## src/rtl/line_mode_ctl.sv

```systemverilog
module line_mode_ctl #(
  parameter logic [7:0] RESET_VAL = 8'h00
) (
  input  logic       clk,
  input  logic       rst_n,
  input  logic       wr_en,
  input  logic [7:0] wr_data,
  input  logic       tx_serial,
  input  logic       sdi,
  output logic       sdo,
  output logic       rx_serial,
  output logic       rts_n,
  output logic       dtr_n,
  output logic       int_en,
  output logic       modem_int_en
);

  localparam logic [1:0] M_NORM  = 2'b00;
  localparam logic [1:0] M_BREAK = 2'b01;
  localparam logic [1:0] M_ECHO  = 2'b10;
  localparam logic [1:0] M_LOOP  = 2'b11;

  logic [6:0] ctl_q;
  logic [1:0] mode;
  logic       rx_src;

  always_ff @(posedge clk or negedge rst_n)
    if (!rst_n)     ctl_q <= RESET_VAL[6:0];
    else if (wr_en) ctl_q <= wr_data[6:0];

  assign mode = ctl_q[4:3];

  always_comb begin
    case (mode)
      M_NORM:  sdo = tx_serial;
      M_BREAK: sdo = 1'b0;
      M_ECHO:  sdo = sdi;
      M_LOOP:  sdo = 1'b1;
      default: sdo = 1'b1;
    endcase
  end

  assign rx_src       = (mode == M_LOOP) ? tx_serial : sdi;
  assign rx_serial    = ctl_q[5] ? rx_src : 1'b1;
  assign rts_n        = ~ctl_q[0];
  assign dtr_n        = ~ctl_q[1];
  assign int_en       = ctl_q[2];
  assign modem_int_en = ctl_q[6];

endmodule


```

## config.mk

```make
export PLATFORM = sky130hd
export DESIGN_NAME = line_mode_ctl
export DESIGN_NICKNAME = d
export VERILOG_FILES = /design/src/rtl/line_mode_ctl.sv
export SDC_FILE = /design/constraint.sdc
export NUM_CORES = 1
export LEC_CHECK = 0
export ABC_AREA = 1
export BUFFER_PORTS_ARGS = -buffer_cell sky130_fd_sc_hd__buf_4
export CAP_MARGIN = 20
export CORE_AREA = 8 8 45 47
export CTS_BUF_LIST = sky130_fd_sc_hd__clkbuf_2
export DETAILED_ROUTE_END_ITERATION = 8
export DIE_AREA = 0 0 53 55
export REMOVE_ABC_BUFFERS = 1
export SETUP_SLACK_MARGIN = 0.15
export SYNTH_ARGS = -nofsm -noshare
export SYNTH_HDL_FRONTEND = slang
export SYNTH_SLANG_ARGS = --single-unit
```

## constraint.sdc

```tcl
create_clock -name clk -period 0.93 [get_ports clk]
set_clock_uncertainty 0.2 [all_clocks]
set_input_delay 0.186 -clock clk [delete_from_list [all_inputs] [get_ports clk]]
set_output_delay 0.186 -clock clk [all_outputs]
set_load 0.005 [all_outputs]
```

==> results.cfg, run 1 <==
[pwr]
swShare_pct = 26.2
p_clk_share_pct = 28.6
leakagePower_nw = 0.301
power.share.combinational_pct = 26.9
powerDensity_mw_per_mm2 = 1390
peakVddDrop_v = 0.000686
power_switching_w = 0.000206
internal_power_w = 0.000581
p_seq_share_pct = 44.5

[placement]
dpl_cell_area_um2 = 468
port_buffers = 17
routabilityCongestion = 0.782
hpwl_um = 559

[finish]
finalNetCount = 78
n_fill_cell = 145
reg.largest.list = ctl_q (7)
largest_register_ffs = 7
antenna_cells = 0
final_cell_area_um2 = 566
area.growth.synth_to_final_pct = 78.7
top_register = ctl_q
drive_gt1_share_pct = 56.3
fin_util_pct = 40.9

[global_routing]
grt_pass1_wl_mm = 1.21
grt_overflow = 0
grt_pass1_vias = 309
grt_max_degree = 15
antenna_found_initial = 0
track_usage_pct = 5.66

[critical_path]
cpMaxStageDelayCell = dfrtp_1
required_ns = 0.54
worstPathCellList = inv_1 > nand3_1 > nand2_1 > buf_4
critPathKind = reg2out
cp_max_fo = 4
startpoint_type = flop
arrival_ns = 0.94
worst_setup_path_end_kind = output pin
cpPeakStageDelay_ns = 0.41

[die]
die_width_um = 53
core-area_mm2 = 0.00138
dieArea_mm2 = 0.00292
num_rows = 14
die-height_um = 55
io_pins = 19
start_util_pct = 22.9

[timing]
setup_violations = 8
maxSlewViolCount = 0
fin_crit_ns = 1.33
rsz0062_at_grt = true
max_slew_margin_pct = 89.6
fin_ws_ns = -0.396
holdWs_ns = -0.0397
fin_crit_sh_pct = 143
fmax_mhz = 754
tightest_slew_ns = 0.156
tns_ns = -1.97
hold_viol = 7

[synth]
avgSynthCellArea_um2 = 8.79
yosysMostFrequentCell = nand2_1
syn_inst = 36
seq_area_frac_synth_pct = 55.3
synth_seq_cells = 7
synth_edf_count = 0
syn_area_um2 = 317
synthTopCellsByArea = dfrtp_1, nand2_1, inv_1, o21ai_2, o21ai_0
synth_cell_types = 7
ys_async_sr_fraction_pct = 100
synth_ff_type = dfrtp_1
ys.warnings.count = 0
synth_commonest_cells = nand2_1, dfrtp_1, inv_1
synthDominantCellAreaShare_pct = 55.3
synth_top_area_cell = dfrtp_1

[clock_tree]
cts.reportedPaths.clkPinSlew_ns = 0.07
insertion_delay_ns = 0.22
cts_hold_buf = 1
clkSinkCount = 7
clk_path_buf_depth = 2
cts-htree-levels = 1
cts_buffers = 3
cts_tree = yes
ctsRootBufferMaster = clkbuf_2

[route]
routedWlPerCell_um = 9.80
avgViaCountPerCell = 3.94
drtPass1Iterations = 4
vias = 315
routed_wirelength_um = 784
drcViolationCount = 0
ant_nets = 0
drt_iter0_markers = 7

[status]
status = finished with violations
violations = hold timing, setup timing

[flow_run]
maxCapViolCount = 0

[worst_hold_path]
holdCritPathClass = in2reg
-- path summary, 6_finish.rpt --
check / slack, ns / cells past startpoint / endpoint / from
max reg2reg: -0.23 / 5 / ctl_q[4] / ctl_q[4]
max: -0.40 / 4 / sdo / ctl_q[3]
max in group asynchronous: 0.31 / 2 / ctl_q[3] / rst_n
min in group asynchronous: 0.10 / 2 / ctl_q[5] / rst_n
min: -0.04 / 3 / ctl_q[3] / wr_data[3]
min reg2reg: 0.32 / 2 / ctl_q[5] / ctl_q[5]
-- power groups by stage --
stage	logic, W	clock network, W	registers [W]
6_report	0.000211	0.000225	0.000350
5_1_grt	0.000235	0.000253	0.000354
4_1_cts	0.000194	0.000233	0.000349
3_5_place_dp	0.000155	0	0.000352
3_3_place_gp	0.000154	0	0.000351
2_1_floorplan	0.0000481	0	0.000351
-- critical path, delay by kind of cell (launching register included) --
kind | cells | cell delay (ns)
and+or+nand+nor | 2 | 0.13
DFF | 1 | 0.41
buffers and inverters | 2 | 0.18
-- metrics by stage --
stage	hold WS (ns)	total power [W]	cells	setup WS, ns
final	-0.0397	0.000787	80	-0.396
after global routing	-0.0519	0.000841	80	-0.487
after CTS	-0.0470	0.000776	78	-0.405
after detailed placement	-0.196	0.000507	70	-0.186
after global placement	-0.194	0.000505	70	-0.176
after floorplan	-0.310	0.000399	35	-0.0546
-- layout by cell type, fill, tap and decap left out --
cell type	netlist	routed
buf_4	0	17
nand2_1	10	10
dfrtp_1	7	7
buf_6	1	7
o21ai_1	0	4
inv_2	0	4
o21ai_2	3	4
clkbuf_2	0	4
inv_1	7	3
nand3_1	3	3
dlygate4sd3_1	0	1
-- final cells by class --
| type | count | area, um2 | area share, % |
|---|---|---|---|
| Clock buffer | 4 | 20.0 | 3.54 |
| Multi-Input combinational cell | 21 | 108 | 19.0 |
| Timing Repair Buffer | 25 | 216 | 38.3 |
| Sequential cell | 7 | 175 | 31.0 |
| Inverter | 7 | 26.3 | 4.65 |
| Tap cell | 16 | 20.0 | 3.54 |
-- layer usage --
metal	wire length, um	global-route usage, %	vias up	share of wire, %
met3	86	3.48	0	11
met5	0	0	-	0
li1	-	-	169	-
met4	0	3.88	0	0
met2	371	8.20	11	47
met1	326	6.03	135	42
-- cells by family (layout without fill, tap and decap cells) --
family / count (synthesis) / after routing / share of synthesized area [%]
flip-flops: 7 / 7 / 55.3
AND/OR/NAND/NOR: 13 / 13 / 16.6
buffers and inverters: 8 / 36 / 11.9
AO/OA/AOI/OAI: 8 / 8 / 16.2
-- what timing repair did --
action                     CTS  global route
hold endpoints to repair    14             7
buffers inserted             3             2
setup endpoints to repair   13            13
resized for setup           12             5
pin swaps                    5             1
No activity file was read; power rests on OpenSTA's default activity.
==> run 2: changes to the inputs <==
--- a/config.mk
+++ b/config.mk
@@ -8,10 +8,13 @@
 export ABC_AREA = 1
 export BUFFER_PORTS_ARGS = -buffer_cell sky130_fd_sc_hd__buf_4
 export CAP_MARGIN = 20
+export CELL_PAD_IN_SITES_DETAIL_PLACEMENT = 0
+export CELL_PAD_IN_SITES_GLOBAL_PLACEMENT = 1
 export CORE_AREA = 8 8 45 47
 export CTS_BUF_LIST = sky130_fd_sc_hd__clkbuf_2
 export DETAILED_ROUTE_END_ITERATION = 8
 export DIE_AREA = 0 0 53 55
+export PLACE_DENSITY_LB_ADDON = 0.1
 export REMOVE_ABC_BUFFERS = 1
 export SETUP_SLACK_MARGIN = 0.15
 export SYNTH_ARGS = -nofsm -noshare
==> results.cfg, run 2 (same netlist as run 1, synthesis figures left out) <==
[status]
status = finished with violations
violations = hold timing, setup timing

[pwr]
p_clk_share_pct = 29.1
power.share.combinational_pct = 27.1
leakagePower_nw = 0.301
powerDensity_mw_per_mm2 = 1400
p_seq_share_pct = 43.8
swShare_pct = 27.4
power_switching_w = 0.000220
peakVddDrop_v = 0.000525
internal_power_w = 0.000583

[route]
drt_iter0_markers = 0
drtPass1Iterations = 1
routedWlPerCell_um = 10.7
avgViaCountPerCell = 3.92
vias = 310
ant_nets = 0
routed_wirelength_um = 848
drcViolationCount = 0

[placement]
port_buffers = 17
routabilityCongestion = 0.728
hpwl_um = 637

[die]
die-height_um = 55
die_width_um = 53
core-area_mm2 = 0.00138
start_util_pct = 22.9
dieArea_mm2 = 0.00292
num_rows = 14
io_pins = 19

[clock_tree]
cts-htree-levels = 1
clk_path_buf_depth = 2
cts_tree = yes
cts_buffers = 3
cts_hold_buf = 1
cts.reportedPaths.clkPinSlew_ns = 0.08
ctsRootBufferMaster = clkbuf_2
insertion_delay_ns = 0.23
clkSinkCount = 7

[finish]
finalNetCount = 77
top_register = ctl_q
largest_register_ffs = 7
fin_util_pct = 41.4
n_fill_cell = 148
antenna_cells = 0
layout_common_cells = buf_4, nand2_1, buf_6
area.growth.synth_to_final_pct = 81.0
drive_gt1_share_pct = 60.3
reg.largest.list = ctl_q (7)
final_common_cell = buf_4

[timing]
tightest_slew_ns = 0.168
holdWs_ns = -0.0459
fmax_mhz = 746
fin_ws_ns = -0.411
tns_ns = -1.82
fin_crit_sh_pct = 144
rsz0062_at_grt = true
setup_violations = 8
hold_viol = 7
fin_crit_ns = 1.34
maxSlewViolCount = 0
max_slew_margin_pct = 88.8

[critical_path]
worst_setup_path_end_kind = output pin
critPathKind = reg2out
startpoint_type = flop
cp_max_fo = 4
arrival_ns = 0.96
required_ns = 0.54

[global_routing]
antenna_found_initial = 0
grt_overflow = 0
grt_pass1_vias = 333
grt_max_degree = 15
grt_pass1_wl_mm = 1.32
track_usage_pct = 6.48

[worst_hold_path]
holdCritPathClass = in2reg

[flow_run]
maxCapViolCount = 0
[run 2: cell count changes in the layout (fill, tap and decap cells not counted)]
cell,change
inv_2,+1
o21ai_1,-2
o21ai_2,+2
buf_4,-3
buf_6,+2
inv_1,-1
[run 2: power by group through the flow]
stage	clock network [W]	logic, W	registers [W]
after floorplan	0	0.0000481	0.000351
after global placement	0	0.000152	0.000351
after detailed placement	0	0.000157	0.000353
after CTS	0.000251	0.000200	0.000352
after global routing	0.000266	0.000241	0.000355
final	0.000233	0.000218	0.000352
[run 2: path summary, 6_finish.rpt]
path                             end  depth (start not counted)  slack (ns)        from
max                        rx_serial                          4       -0.41    ctl_q[4]
min                         ctl_q[2]                          3       -0.05  wr_data[2]
max reg2reg                 ctl_q[4]                          4       -0.11    ctl_q[4]
min reg2reg                 ctl_q[5]                          2        0.32    ctl_q[5]
max in group asynchronous   ctl_q[6]                          2        0.31       rst_n
min in group asynchronous   ctl_q[5]                          2        0.10       rst_n
[run 2: what timing repair did]
| action | 4_1_cts | 5_1_grt |
|---|---|---|
| buffers inserted | 2 | 2 |
| setup endpoints to repair | 13 | 13 |
| hold endpoints to repair | 14 | 7 |
| pin swaps | 4 | 0 |
| gates resized for setup | 17 | 5 |
[run 2: through the flow]
stage          total power [W]  instance area, um2  std cells  setup WS (ns)
2_1_floorplan         0.000399                 305         35        -0.0546
3_3_place_gp          0.000504                 468         70         -0.171
6_report              0.000803                 573         79         -0.411
4_1_cts               0.000802                 543         77         -0.444
3_5_place_dp          0.000510                 468         70         -0.215
5_1_grt               0.000863                 573         79         -0.498
[run 2: worst max-delay path: stages (launching register included)]
cell     delay [ns]
dfrtp_1        0.40
nand2_1        0.08
nand2_1        0.05
nand3_1        0.06
buf_4          0.13
[run 2: layout make-up]
type	count	area (um2)	area share [%]
Multi-Input combinational cell	21	115	20.1
Sequential cell	7	175	30.6
Inverter	7	26.3	4.59
Clock buffer	4	20.0	3.49
Tap cell	16	20.0	3.49
Timing Repair Buffer	24	216	37.8
[run 2: routing by layer]
metal | vias to the layer above | share of wire, % | track usage (%)
met5 | - | 0 | 0
met4 | 0 | 0 | 6.47
met3 | 0 | 9.0 | 2.41
met2 | 10 | 52 | 9.96
met1 | 133 | 39 | 6.64
li1 | 167 | - | -
==> run 3: changes to the inputs <==
==> constraint.sdc (replaced) <==
create_clock -name clk -period 1.3 [get_ports clk]
set_clock_uncertainty 0.2 [all_clocks]
set_input_delay 0.26 -clock clk [delete_from_list [all_inputs] [get_ports clk]]
set_output_delay 0.26 -clock clk [all_outputs]
set_load 0.005 [all_outputs]
==> results.cfg, run 3 (same netlist as run 1, synthesis figures left out) <==
[route]
routedWlPerCell_um = 11.4
routed_wirelength_um = 879
drt_iter0_markers = 0
drcViolationCount = 0
drtPass1Iterations = 1
ant_nets = 0
avgViaCountPerCell = 4.08
vias = 314

[pwr]
powerDensity_mw_per_mm2 = 1020
leakagePower_nw = 0.285
peakVddDrop_v = 0.000406
power_w = 0.000550

[finish]
seq_area_um2 = 175
area.growth.synth_to_final_pct = 70.4
finalNetCount = 75
reg.largest.list = ctl_q (7)
drive_gt1_share_pct = 55.7
top_register = ctl_q
final_common_cell = buf_4
antenna_cells = 0
final_cell_area_um2 = 539
n_fill_cell = 146
instances_no_fill = 77
fin_util_pct = 39.0
multi_input_area_um2 = 111
largest_register_ffs = 7
layout_common_cells = buf_4, nand2_1, dfrtp_1

[critical_path]
required_ns = 0.84
critPathKind = reg2out
startpoint = ctl_q[4]
startpoint_type = flop
cp_max_fo = 4
endpoint = sdo
reg2regPathDepth = 4
rr_startpoint = ctl_q[6]
r2r_end = ctl_q[6]
arrival_ns = 0.98
reg2reg_slack_ns = 0.26
worst_setup_path_end_kind = output pin

[status]
status = finished with violations
violations = setup timing

[timing]
fmax_mhz = 695
holdWs_ns = 0.0315
maxSlewViolCount = 0
setup_violations = 2
hold_viol = 0
tightest_slew_ns = 0.157
fin_ws_ns = -0.139
fin_crit_ns = 1.44
rsz0062_at_grt = true
fin_crit_sh_pct = 111
max_slew_margin_pct = 89.4

[worst_hold_path]
holdCritPathClass = in2reg

[die]
core-area_mm2 = 0.00138
die_width_um = 53
dieArea_mm2 = 0.00292
die-height_um = 55
start_util_pct = 22.9
io_pins = 19
num_rows = 14

[clock_tree]
clkSinkCount = 7
cts_buffers = 3
insertion_delay_ns = 0.22
cts_tree = yes
cts-htree-levels = 1
clk_path_buf_depth = 2
ctsRootBufferMaster = clkbuf_2
cts.reportedPaths.clkPinSlew_ns = 0.08

[placement]
port_buffers = 17
routabilityCongestion = 0.749
dpl_cell_area_um2 = 453
dp_cells = 68

[global_routing]
use_met2_pct = 10.4
track_usage_pct = 6.59
antenna_found_initial = 0
grt_pass1_vias = 349
grt_pass1_wl_mm = 1.39
grt_max_degree = 15
gr-usage-met1_pct = 6.78
grt-busiest-layer = met2
grt_overflow = 0
met3_usage_pct = 2.94

[flow_run]
maxCapViolCount = 0
run 3: cell count changes in the layout (fill, tap and decap cells not counted), moves of 2 or more:
cell     previous run  this run
buf_4              14        16
buf_6               9         5
o21ai_0             0         4
o21ai_2             6         3
run 3: cell type report:
| type | instances | area share, % |
|---|---|---|
| clock buffer | 4 | 3.71 |
| inverter | 7 | 4.87 |
| timing repair buffer | 22 | 34.6 |
| sequential | 7 | 32.5 |
| multi-input combinational | 21 | 20.6 |
| tap | 16 | 3.71 |
run 3: metrics by stage:
| stage | setup WS (ns) | setup TNS, ns |
|---|---|---|
| after floorplan | 0.241 | 0 |
| after global placement | 0.118 | 0 |
| after detailed placement | 0.0876 | 0 |
| after CTS | -0.140 | -0.270 |
| after global routing | -0.213 | -0.415 |
| final | -0.139 | -0.261 |
run 3: critical path, stage by stage (launching register included):
cell     delay (ns)
dfrtp_1        0.42
inv_2          0.08
nand3_2        0.08
nand2_2        0.08
buf_6          0.09
run 3: metal layers:
layer | part of all wire (%) | wire length [um]
met5 | 0 | 0
met1 | 40 | 354
met2 | 53 | 463
met4 | 0 | 0
met3 | 6.9 | 61
run 3: power by group:
group          internal [W]  switching [W]
Clock             0.0000818      0.0000795
Sequential         0.000237      0.0000142
Combinational     0.0000835      0.0000537
run 3: worst min path at each step:
stage                           to  slack (ns)  cells past startpoint        from
after global placement    ctl_q[4]       -0.12                      1       rst_n
after floorplan           ctl_q[0]       -0.24                      0       rst_n
final                     ctl_q[2]        0.03                      3  wr_data[2]
after CTS                 ctl_q[1]        0.03                      3  wr_data[1]
after detailed placement  ctl_q[4]       -0.12                      1       rst_n
after global routing      ctl_q[4]        0.02                      3  wr_data[4]
run 3: timing repair:
action,in CTS,in global routing
setup buffers,2,2
endpoints found under the hold margin,7,0
resized for setup,9,3
setup endpoints to repair,6,6
pin swaps,3,2
hold buffers,1,0
